--- src/rtl/act_seq_pkg.sv ---
package act_seq_pkg;

  localparam int unsigned ST_W = 3;
  localparam int unsigned N_ST = 5;

  typedef enum logic [ST_W-1:0] {
    ST_HOME     = 3'd0,
    ST_OUTBOUND = 3'd1,
    ST_HOLD     = 3'd2,
    ST_INBOUND  = 3'd3,
    ST_TRIP     = 3'd4
  } seq_state_t;

  typedef struct packed {
    logic cmd_out;
    logic cmd_in;
    logic lim_out;
    logic lim_in;
    logic flt_clr;
    logic plant_ok;
  } seq_in_t;

  function automatic logic is_motion(input seq_state_t s);
    return (s == ST_OUTBOUND) || (s == ST_INBOUND);
  endfunction

  function automatic logic sensor_conflict(input seq_in_t i);
    return i.lim_out & i.lim_in;
  endfunction

endpackage

--- src/rtl/act_seq_next.sv ---
module act_seq_next
  import act_seq_pkg::*;
(
  input  seq_state_t st_i,
  input  seq_in_t    in_i,
  input  logic       expired_i,
  output seq_state_t st_o
);

  logic conflict;
  logic clear_ok;

  assign conflict = sensor_conflict(in_i);
  assign clear_ok = in_i.flt_clr & in_i.plant_ok;

  always_comb begin
    st_o = ST_TRIP;
    case (st_i)
      ST_HOME: begin
        if (conflict)         st_o = ST_TRIP;
        else if (in_i.cmd_out) st_o = ST_OUTBOUND;
        else                  st_o = ST_HOME;
      end
      ST_OUTBOUND: begin
        if (conflict)          st_o = ST_TRIP;
        else if (in_i.lim_out) st_o = ST_HOLD;
        else if (expired_i)    st_o = ST_TRIP;
        else                   st_o = ST_OUTBOUND;
      end
      ST_HOLD: begin
        if (conflict)         st_o = ST_TRIP;
        else if (in_i.cmd_in) st_o = ST_INBOUND;
        else                  st_o = ST_HOLD;
      end
      ST_INBOUND: begin
        if (conflict)         st_o = ST_TRIP;
        else if (in_i.lim_in) st_o = ST_HOME;
        else if (expired_i)   st_o = ST_TRIP;
        else                  st_o = ST_INBOUND;
      end
      ST_TRIP: begin
        if (clear_ok) st_o = ST_HOME;
        else          st_o = ST_TRIP;
      end
      default: st_o = ST_TRIP;
    endcase
  end

endmodule

--- src/rtl/act_seq_wdog.sv ---
module act_seq_wdog
  import act_seq_pkg::*;
#(
  parameter int unsigned TIMEOUT_CYCLES = 16
) (
  input  logic       clk,
  input  logic       rst,
  input  seq_state_t st_q_i,
  input  seq_state_t st_d_i,
  output logic       expired_o
);

  localparam int unsigned CW = (TIMEOUT_CYCLES < 2) ? 1 : $clog2(TIMEOUT_CYCLES + 1);
  localparam logic [CW-1:0] LAST = CW'(TIMEOUT_CYCLES - 1);

  logic [CW-1:0] cnt_q;
  logic [CW-1:0] cnt_d;
  logic          staying;

  assign staying = (st_d_i == st_q_i) && is_motion(st_q_i);

  always_comb begin
    if (staying) cnt_d = cnt_q + CW'(1);
    else         cnt_d = '0;
  end

  always_ff @(posedge clk) begin
    if (rst) cnt_q <= '0;
    else     cnt_q <= cnt_d;
  end

  assign expired_o = is_motion(st_q_i) && (cnt_q >= LAST);

endmodule

--- src/rtl/act_seq_decode.sv ---
module act_seq_decode
  import act_seq_pkg::*;
(
  input  seq_state_t       st_i,
  output logic             vlv_out_o,
  output logic             vlv_in_o,
  output logic [N_ST-1:0]  sts_o
);

  for (genvar g = 0; g < N_ST; g++) begin : g_sts
    assign sts_o[g] = (st_i == seq_state_t'(ST_W'(g)));
  end

  assign vlv_out_o = (st_i == ST_OUTBOUND);
  assign vlv_in_o  = (st_i == ST_INBOUND);

endmodule

--- src/rtl/act_seq_ctrl.sv ---
module act_seq_ctrl
  import act_seq_pkg::*;
#(
  parameter int unsigned TIMEOUT_CYCLES = 16
) (
  input  logic       clk,
  input  logic       rst,
  input  logic       cmd_out,
  input  logic       cmd_in,
  input  logic       lim_out,
  input  logic       lim_in,
  input  logic       flt_clr,
  input  logic       plant_ok,
  output logic       vlv_out,
  output logic       vlv_in,
  output logic [4:0] sts
);

  seq_state_t st_q;
  seq_state_t st_d;
  seq_in_t    in_s;
  logic       expired;

  assign in_s = '{cmd_out: cmd_out, cmd_in: cmd_in, lim_out: lim_out,
                  lim_in: lim_in, flt_clr: flt_clr, plant_ok: plant_ok};

  act_seq_next next_i (
    .st_i      (st_q),
    .in_i      (in_s),
    .expired_i (expired),
    .st_o      (st_d)
  );

  act_seq_wdog #(
    .TIMEOUT_CYCLES (TIMEOUT_CYCLES)
  ) wdog_i (
    .clk       (clk),
    .rst       (rst),
    .st_q_i    (st_q),
    .st_d_i    (st_d),
    .expired_o (expired)
  );

  always_ff @(posedge clk) begin
    if (rst) st_q <= ST_HOME;
    else     st_q <= st_d;
  end

  act_seq_decode decode_i (
    .st_i      (st_q),
    .vlv_out_o (vlv_out),
    .vlv_in_o  (vlv_in),
    .sts_o     (sts)
  );

endmodule

--- config.mk ---
export PLATFORM = sky130hd
export DESIGN_NAME = act_seq_ctrl
export DESIGN_NICKNAME = d
export VERILOG_FILES = /design/src/rtl/act_seq_pkg.sv /design/src/rtl/act_seq_next.sv /design/src/rtl/act_seq_wdog.sv /design/src/rtl/act_seq_decode.sv /design/src/rtl/act_seq_ctrl.sv
export SDC_FILE = /design/constraint.sdc
export NUM_CORES = 1
export LEC_CHECK = 0
export BUFFER_PORTS_ARGS = -buffer_cell sky130_fd_sc_hd__buf_2
export CAP_MARGIN = 40
export CELL_PAD_IN_SITES_DETAIL_PLACEMENT = 1
export CELL_PAD_IN_SITES_GLOBAL_PLACEMENT = 1
export CORE_MARGIN = 5
export CORE_UTILIZATION = 30
export CTS_BUF_LIST = sky130_fd_sc_hd__clkbuf_4
export CTS_CLUSTER_SIZE = 12
export DETAILED_ROUTE_END_ITERATION = 10
export PLACE_DENSITY = 0.63
export SLEW_MARGIN = 20
export SYNTH_ARGS = -nofsm -noshare
export SYNTH_HDL_FRONTEND = slang
export SYNTH_SLANG_ARGS = --single-unit
--- constraint.sdc ---
create_clock -name clk -period 4 [get_ports clk]
set_input_delay 0.2 -clock clk [delete_from_list [all_inputs] [get_ports clk]]
set_output_delay 0.2 -clock clk [all_outputs]
set_load 0.005 [all_outputs]
==> impl_metrics.py, run 1 <==
metrics = {
    "clocking": {
        "post_cts_buffers": 0,
        "clock-sinks": 8,
        "cts_hold_buf": 0,
        "htree_levels": 1,
        "clock_path_buffers": 2,
        "clk_pin_slew_ps": 60,
        "clock_latency_ps": 260,
        "cts_root_buf": "clkbuf_4",
        "cts_tree": "yes",
        "numCtsBuffers": 3,
        "cts_resized": 0,
    },
    "worst_hold_path": {
        "hold_path_class": "in -> reg",
    },
    "synthesis": {
        "synth_top_family_by_area": "simple AND/OR/NAND/NOR gates",
        "muxShareOfSynthArea_pct": 6.38,
        "synth-seq-area-share_pct": 34.0,
        "avgSynthCellArea_um2": 9.05,
        "synthesis.area_um2": 470,
        "synth-seq-cells": 8,
        "synth_cell_type_count": 25,
        "synth_xor_area_share_pct": 3.72,
        "yosysTopAreaCell": "dfxtp_1",
        "netlist.area_leader.share_pct": 34.0,
        "synth_compound_area_share_pct": 15.4,
        "synth_fa_ha_area_share_pct": 5.32,
        "synth_area_leaders": "dfxtp_1, mux2i_1, ha_1",
        "synthCells": 52,
        "syn_nets": 62,
        "yosys_warnings": 0,
        "synth_simple_gate_area_share_pct": 27.9,
    },
    "worst_setup_path": {
        "critical_path.top_delay_family": "compound AO/OA/AOI/OAI gates",
        "path_common_cell": "ha_1",
        "required_ps": 4160,
        "cp_slowest_cell": "a211o_1",
        "crit_path_start_kind": "flip-flop",
        "cp.arrival_ps": 2030,
        "worstPathCellList": "ha_1 -> and3_1 -> ha_1 -> a211o_1 -> o211a_1 -> a2111oi_2",
        "crit_path_end_kind": "flip-flop",
        "cpPeakStageDelay_ps": 330,
        "worst-path-buf-inv": 0,
        "crit_type": "reg -> reg",
        "crit_fanout": 5,
    },
    "flow_run": {
        "drv_cap": 0,
    },
    "die": {
        "rows": 14,
        "die_x_um": 49.6,
        "dieArea_um2": 2460,
        "num_io_pins": 15,
        "die_h_um": 49.6,
        "coreArea_um2": 1490,
        "start_util_pct": 31.6,
    },
    "timing": {
        "finalMaxSlewViolations": 0,
        "period_minus_slack_ps": 1870,
        "period_share_pct": 46.7,
        "worst_slack_ps": 2130,
        "slew_headroom_pct": 75.6,
        "clock_skew_ps": 10.2,
        "setup_viol": 0,
        "worstMarginPinSlew_ps": 366,
        "fin_tns_setup_ps": 0,
        "grt_setup_unrepaired": "false",
        "fmax_mhz": 535,
        "hold_viol_final": 0,
    },
    "place": {
        "dpl_cell_area_um2": 538,
        "place.gp.congestion": 0.713,
        "post-place-ws_ps": 2140,
        "port_buffers": 14,
        "dp_hpwl_um": 809,
    },
    "power_and_ir_drop": {
        "power.density_nw_per_um2": 321,
        "vdd_drop_max_mv": 0.179,
        "leakagePower_nw": 0.250,
    },
    "final_layout": {
        "nets": 77,
        "design_area_um2": 561,
        "area_growth_pct": 19.1,
        "fill_cells": 184,
        "drive_gt1_share_pct": 32.3,
        "multi_input_area_um2": 277,
        "antenna_cells": 0,
        "regArea_um2": 160,
    },
    "grt": {
        "first_global_vias": 398,
        "grt_use_total_pct": 9.91,
        "grt_max_degree": 12,
        "antenna_found_initial": 0,
        "grt-ovfl-total": 0,
        "grt_first_pass_wirelength_um": 1810,
    },
    "routing": {
        "ant_nets": 0,
        "vias_per_cell": 5.06,
        "wl_per_cell_um": 13.0,
        "routed_wl_um": 1050,
        "drc": 0,
        "vias": 410,
        "drt_pre_antenna_iters": 1,
        "drt_iter0_drc": 0,
    },
    "run_status": {
        "status": "completed",
    },
}
## routing by layer
layer	track usage (%)	part of all wire, %
met1	11.1	47
met2	14.0	49
met3	4.82	3.1
met4	7.86	1.0
met5	0	0
## metrics by stage
stage	total power [mW]	hold slack, ps	instances	util (%)
floorplan	0.108	269	52	-
global placement	0.120	428	78	36.1
detailed placement	0.120	427	78	36.1
CTS	0.185	141	81	37.6
global route	0.196	139	81	37.6
finish	0.180	151	81	37.6
## path summary, 6_finish.rpt
check | end | start | slack, ps | depth (start not counted)
worst max-delay path | st_q[1] | wdog_i.cnt_q[0] | 2130 | 6
worst min-delay path | st_q[1] | rst | 150 | 2
worst max register to register | st_q[1] | wdog_i.cnt_q[0] | 2130 | 6
worst min register to register | wdog_i.cnt_q[0] | wdog_i.cnt_q[0] | 450 | 1
## final cells by class
| cell class | count | area share (%) |
|---|---|---|
| inverter | 3 | 2.01 |
| timing repair buffer | 14 | 12.5 |
| clock buffer | 3 | 4.02 |
| tap | 16 | 3.57 |
| multi-input combinational | 37 | 49.3 |
| sequential | 8 | 28.6 |
## cell usage in the layout, fill, tap and decap left out, types with 2 or more instances in the layout
cell	n
buf_2	14
dfxtp_1	8
nor2_1	6
nor3_1	4
inv_1	3
nor2b_1	3
mux2i_1	3
nand3b_1	3
clkbuf_4	3
xnor2_1	2
ha_1	2
## synthesized netlist by cell type
| cell type | number |
|---|---|
| dfxtp_1 | 8 |
| nor2_1 | 6 |
| nor3_1 | 4 |
| inv_1 | 3 |
| mux2i_1 | 3 |
| nand3b_1 | 3 |
| nor2b_1 | 3 |
| buf_4 | 2 |
| clkbuf_1 | 2 |
| ha_1 | 2 |
| xnor2_1 | 2 |
| a2111oi_2 | 1 |
| a211o_1 | 1 |
| a21o_1 | 1 |
| a31oi_1 | 1 |
| a32oi_1 | 1 |
| and2_1 | 1 |
| and3_1 | 1 |
| and3_4 | 1 |
| nand3_1 | 1 |
| nor3b_1 | 1 |
| o211a_1 | 1 |
| o21ai_0 | 1 |
| o32a_2 | 1 |
| or3_4 | 1 |
## sequential cells by signal (all words and copies together), names as in the netlist
signal        count
wdog_i.cnt_q      5
st_q              3
## power breakdown
group | internal [mW] | switching, mW | leakage [nW]
clock | 0.0344 | 0.0281 | 0.0138
combinational | 0.0160 | 0.0134 | 0.171
sequential | 0.0825 | 0.00576 | 0.0648
## logic make-up after synthesis
group,after synthesis
mux,3
fa+ha+maj,2
buf+inv,7
compound gates,8
flops,8
simple gates,22
xor+xnor,2
(Power assumes the default switching activity.)
==> inputs of run 2 (changes only) <==
--- a/config.mk
+++ b/config.mk
@@ -5,6 +5,7 @@
 export SDC_FILE = /design/constraint.sdc
 export NUM_CORES = 1
 export LEC_CHECK = 0
+export ABC_AREA = 1
 export BUFFER_PORTS_ARGS = -buffer_cell sky130_fd_sc_hd__buf_2
 export CAP_MARGIN = 40
 export CELL_PAD_IN_SITES_DETAIL_PLACEMENT = 1
@@ -14,7 +15,7 @@
 export CTS_BUF_LIST = sky130_fd_sc_hd__clkbuf_4
 export CTS_CLUSTER_SIZE = 12
 export DETAILED_ROUTE_END_ITERATION = 10
-export PLACE_DENSITY = 0.63
+export PLACE_DENSITY = 0.66
 export SLEW_MARGIN = 20
 export SYNTH_ARGS = -nofsm -noshare
 export SYNTH_HDL_FRONTEND = slang
==> constraint.sdc (replaced) <==
create_clock -name clk -period 1.6 [get_ports clk]
set_input_delay 0.08 -clock clk [delete_from_list [all_inputs] [get_ports clk]]
set_output_delay 0.08 -clock clk [all_outputs]
set_load 0.005 [all_outputs]
==> impl_metrics.py, run 2 <==
metrics = {
    "grt": {
        "grt-ovfl-total": 0,
        "first_global_vias": 516,
        "grt_use_total_pct": 10.9,
        "grt_first_pass_wirelength_um": 2230,
        "antenna_found_initial": 0,
        "grt_max_degree": 9,
    },
    "clocking": {
        "clock_latency_ps": 250,
        "clock-sinks": 8,
        "cts_root_buf": "clkbuf_4",
        "htree_levels": 1,
        "clk_pin_slew_ps": 50,
        "numCtsBuffers": 3,
        "clock_path_buffers": 2,
        "cts_tree": "yes",
    },
    "final_layout": {
        "stdcell_count": 121,
        "reg_top3": "wdog_i.cnt_q: 5 flops, st_q: 3 flops",
        "area_growth_pct": 29.4,
        "nets": 108,
        "top_register": "wdog_i.cnt_q",
        "final_util_pct": 41.5,
        "final_common_cell": "buf_2",
        "largest_reg_flops": 5,
        "antenna_cells": 0,
        "design_area_um2": 732,
        "layout_common_cells": "buf_2, inv_1, nand2_1, nor2_1, dfxtp_1",
        "drive_gt1_share_pct": 46.9,
        "fill_cells": 247,
    },
    "flow_run": {
        "drv_cap": 0,
    },
    "timing": {
        "worst_slack_ps": 75.3,
        "finalMaxSlewViolations": 0,
        "clock_skew_ps": 2.34,
        "fmax_mhz": 656,
        "whs_ps": 24.8,
        "setup_viol": 0,
        "fin_tns_setup_ps": 0,
        "worstMarginPinSlew_ps": 395,
        "hold_viol_final": 0,
        "grt_setup_unrepaired": "true",
        "period_minus_slack_ps": 1520,
        "period_share_pct": 95.3,
        "slew_headroom_pct": 73.6,
    },
    "die": {
        "rows": 15,
        "start_util_pct": 32.1,
        "die_x_um": 53.4,
        "die_h_um": 53.4,
        "num_io_pins": 15,
        "coreArea_um2": 1760,
        "dieArea_um2": 2850,
    },
    "synthesis": {
        "synth-seq-cells": 8,
        "syn_nets": 89,
        "synthCells": 79,
        "synth-seq-area-share_pct": 28.3,
        "yosys_warnings": 0,
        "synthTopCellsByCount": "inv_1, nand2_1, nor2_1",
        "synthesis.area_um2": 566,
        "synth_edf_count": 0,
        "synth_ff_type": "dfxtp_1",
        "synth_area_leaders": "dfxtp_1, nor3_2, inv_1",
        "yosysTopAreaCell": "dfxtp_1",
        "ys_async_sr_fraction_pct": 0,
        "avgSynthCellArea_um2": 7.16,
        "synth_cell_type_count": 21,
        "netlist.area_leader.share_pct": 28.3,
    },
    "place": {
        "port_buffers": 14,
        "place.gp.congestion": 0.789,
        "place_inst": 118,
        "dpl_cell_area_um2": 669,
        "post-place-ws_ps": -25.8,
        "dp_hpwl_um": 1060,
    },
    "power_and_ir_drop": {
        "power_switching_mw": 0.143,
        "pwr-share-comb_pct": 21.9,
        "seq_power_share_pct": 45.8,
        "cellInternalPower_mw": 0.331,
        "total_power_mw": 0.474,
        "vdd_drop_max_mv": 0.397,
        "power.density_nw_per_um2": 648,
        "leakagePower_nw": 0.326,
        "clockPowerShare_pct": 32.3,
        "switching_share_pct": 30.2,
    },
    "worst_hold_path": {
        "hold_path_class": "in -> reg",
    },
    "worst_setup_path": {
        "path_common_cell": "nand2_2",
        "crit_path_end_kind": "flip-flop",
        "cp_slowest_cell": "dfxtp_2",
        "worst-path-buf-inv": 1,
        "cp.arrival_ps": 1700,
        "critical_path.top_delay_family": "simple AND/OR/NAND/NOR gates",
        "crit_type": "reg -> reg",
        "worstPathCellList": "ha_4 -> and3_4 -> ha_2 -> nor2_4 -> nand2_2 -> nand2_2 -> nand3_1 -> nand2_2 -> inv_4 -> nor3_2",
        "crit_fanout": 6,
        "crit_path_start_kind": "flip-flop",
        "cpPeakStageDelay_ps": 330,
        "required_ps": 1780,
    },
    "routing": {
        "wl_per_cell_um": 11.1,
        "vias_per_cell": 4.31,
        "drt_pre_antenna_iters": 1,
        "drc": 0,
        "vias": 522,
        "ant_nets": 0,
        "routed_wl_um": 1340,
        "drt_iter0_drc": 0,
    },
    "run_status": {
        "status": "completed",
    },
}
## run 2: cell types whose count changed in the layout (fill, tap and decap cells not counted), sizes merged, moves of 3 or more
cell | before | now
inv | 3 | 13
a21oi | 0 | 4
nor2 | 6 | 15
nand3b | 3 | 0
mux2i | 3 | 0
buf | 14 | 17
nand4 | 0 | 3
nor2b | 3 | 0
nor3 | 4 | 7
nand2 | 0 | 14
nand3 | 1 | 7
## run 2: path summary, 6_finish.rpt
kind                                 startpoint         endpoint  slack [ps]  cells past startpoint
worst max register to register  wdog_i.cnt_q[0]  wdog_i.cnt_q[1]          80                     10
worst min-delay path                        rst          st_q[2]          20                      2
worst max-delay path            wdog_i.cnt_q[0]  wdog_i.cnt_q[1]          80                     10
worst min register to register  wdog_i.cnt_q[0]  wdog_i.cnt_q[0]         540                      2
## run 2: area by class of cell
cell class	count	area, µm²	share of cell area [%]
inverters	13	51.3	7.01
multi-input cells	55	372	50.8
flip-flops and latches	8	163	22.2
well taps	25	31.3	4.27
clock buffers	3	22.5	3.08
repair buffers	17	92.6	12.6
## run 2: power by group through the flow
stage               sequential (mW)  combinational (mW)  clock, mW
global placement              0.221               0.102          0
global route                  0.218               0.120      0.179
floorplan                     0.215              0.0759          0
detailed placement            0.221               0.103          0
CTS                           0.217               0.106      0.162
finish                        0.217               0.104      0.153
## run 2: cells by family after synthesis
family | count (synthesis) | synth area share, %
compound gates | 4 | 3.54
simple gates | 47 | 48.5
fa+ha+maj | 2 | 4.42
buf+inv | 16 | 12.2
flops | 8 | 28.3
xor+xnor | 2 | 3.10
## run 2: metal layers
| layer | vias to the layer above | share of wire [%] | track usage [%] |
|---|---|---|---|
| met4 | 0 | 1.6 | 5.11 |
| li1 | 284 | - | - |
| met2 | 10 | 46 | 16.7 |
| met5 | - | 0 | 0 |
| met1 | 225 | 48 | 13.5 |
| met3 | 3 | 4.4 | 3.66 |
## run 2: repair_timing
action,in CTS,in global routing
endpoints found under the setup margin,6,6
pin swaps,4,2
resized for setup,8,4
endpoints found under the hold margin,0,0
setup buffers,0,0
hold buffers,0,0
gates cloned,0,0
## run 2: worst reg2reg max path: cells and delay by family, from the launching register on
kind	cells	cell delay (ps)
flops	1	330
simple gates	7	710
fa+ha+maj	2	340
buf+inv	1	60
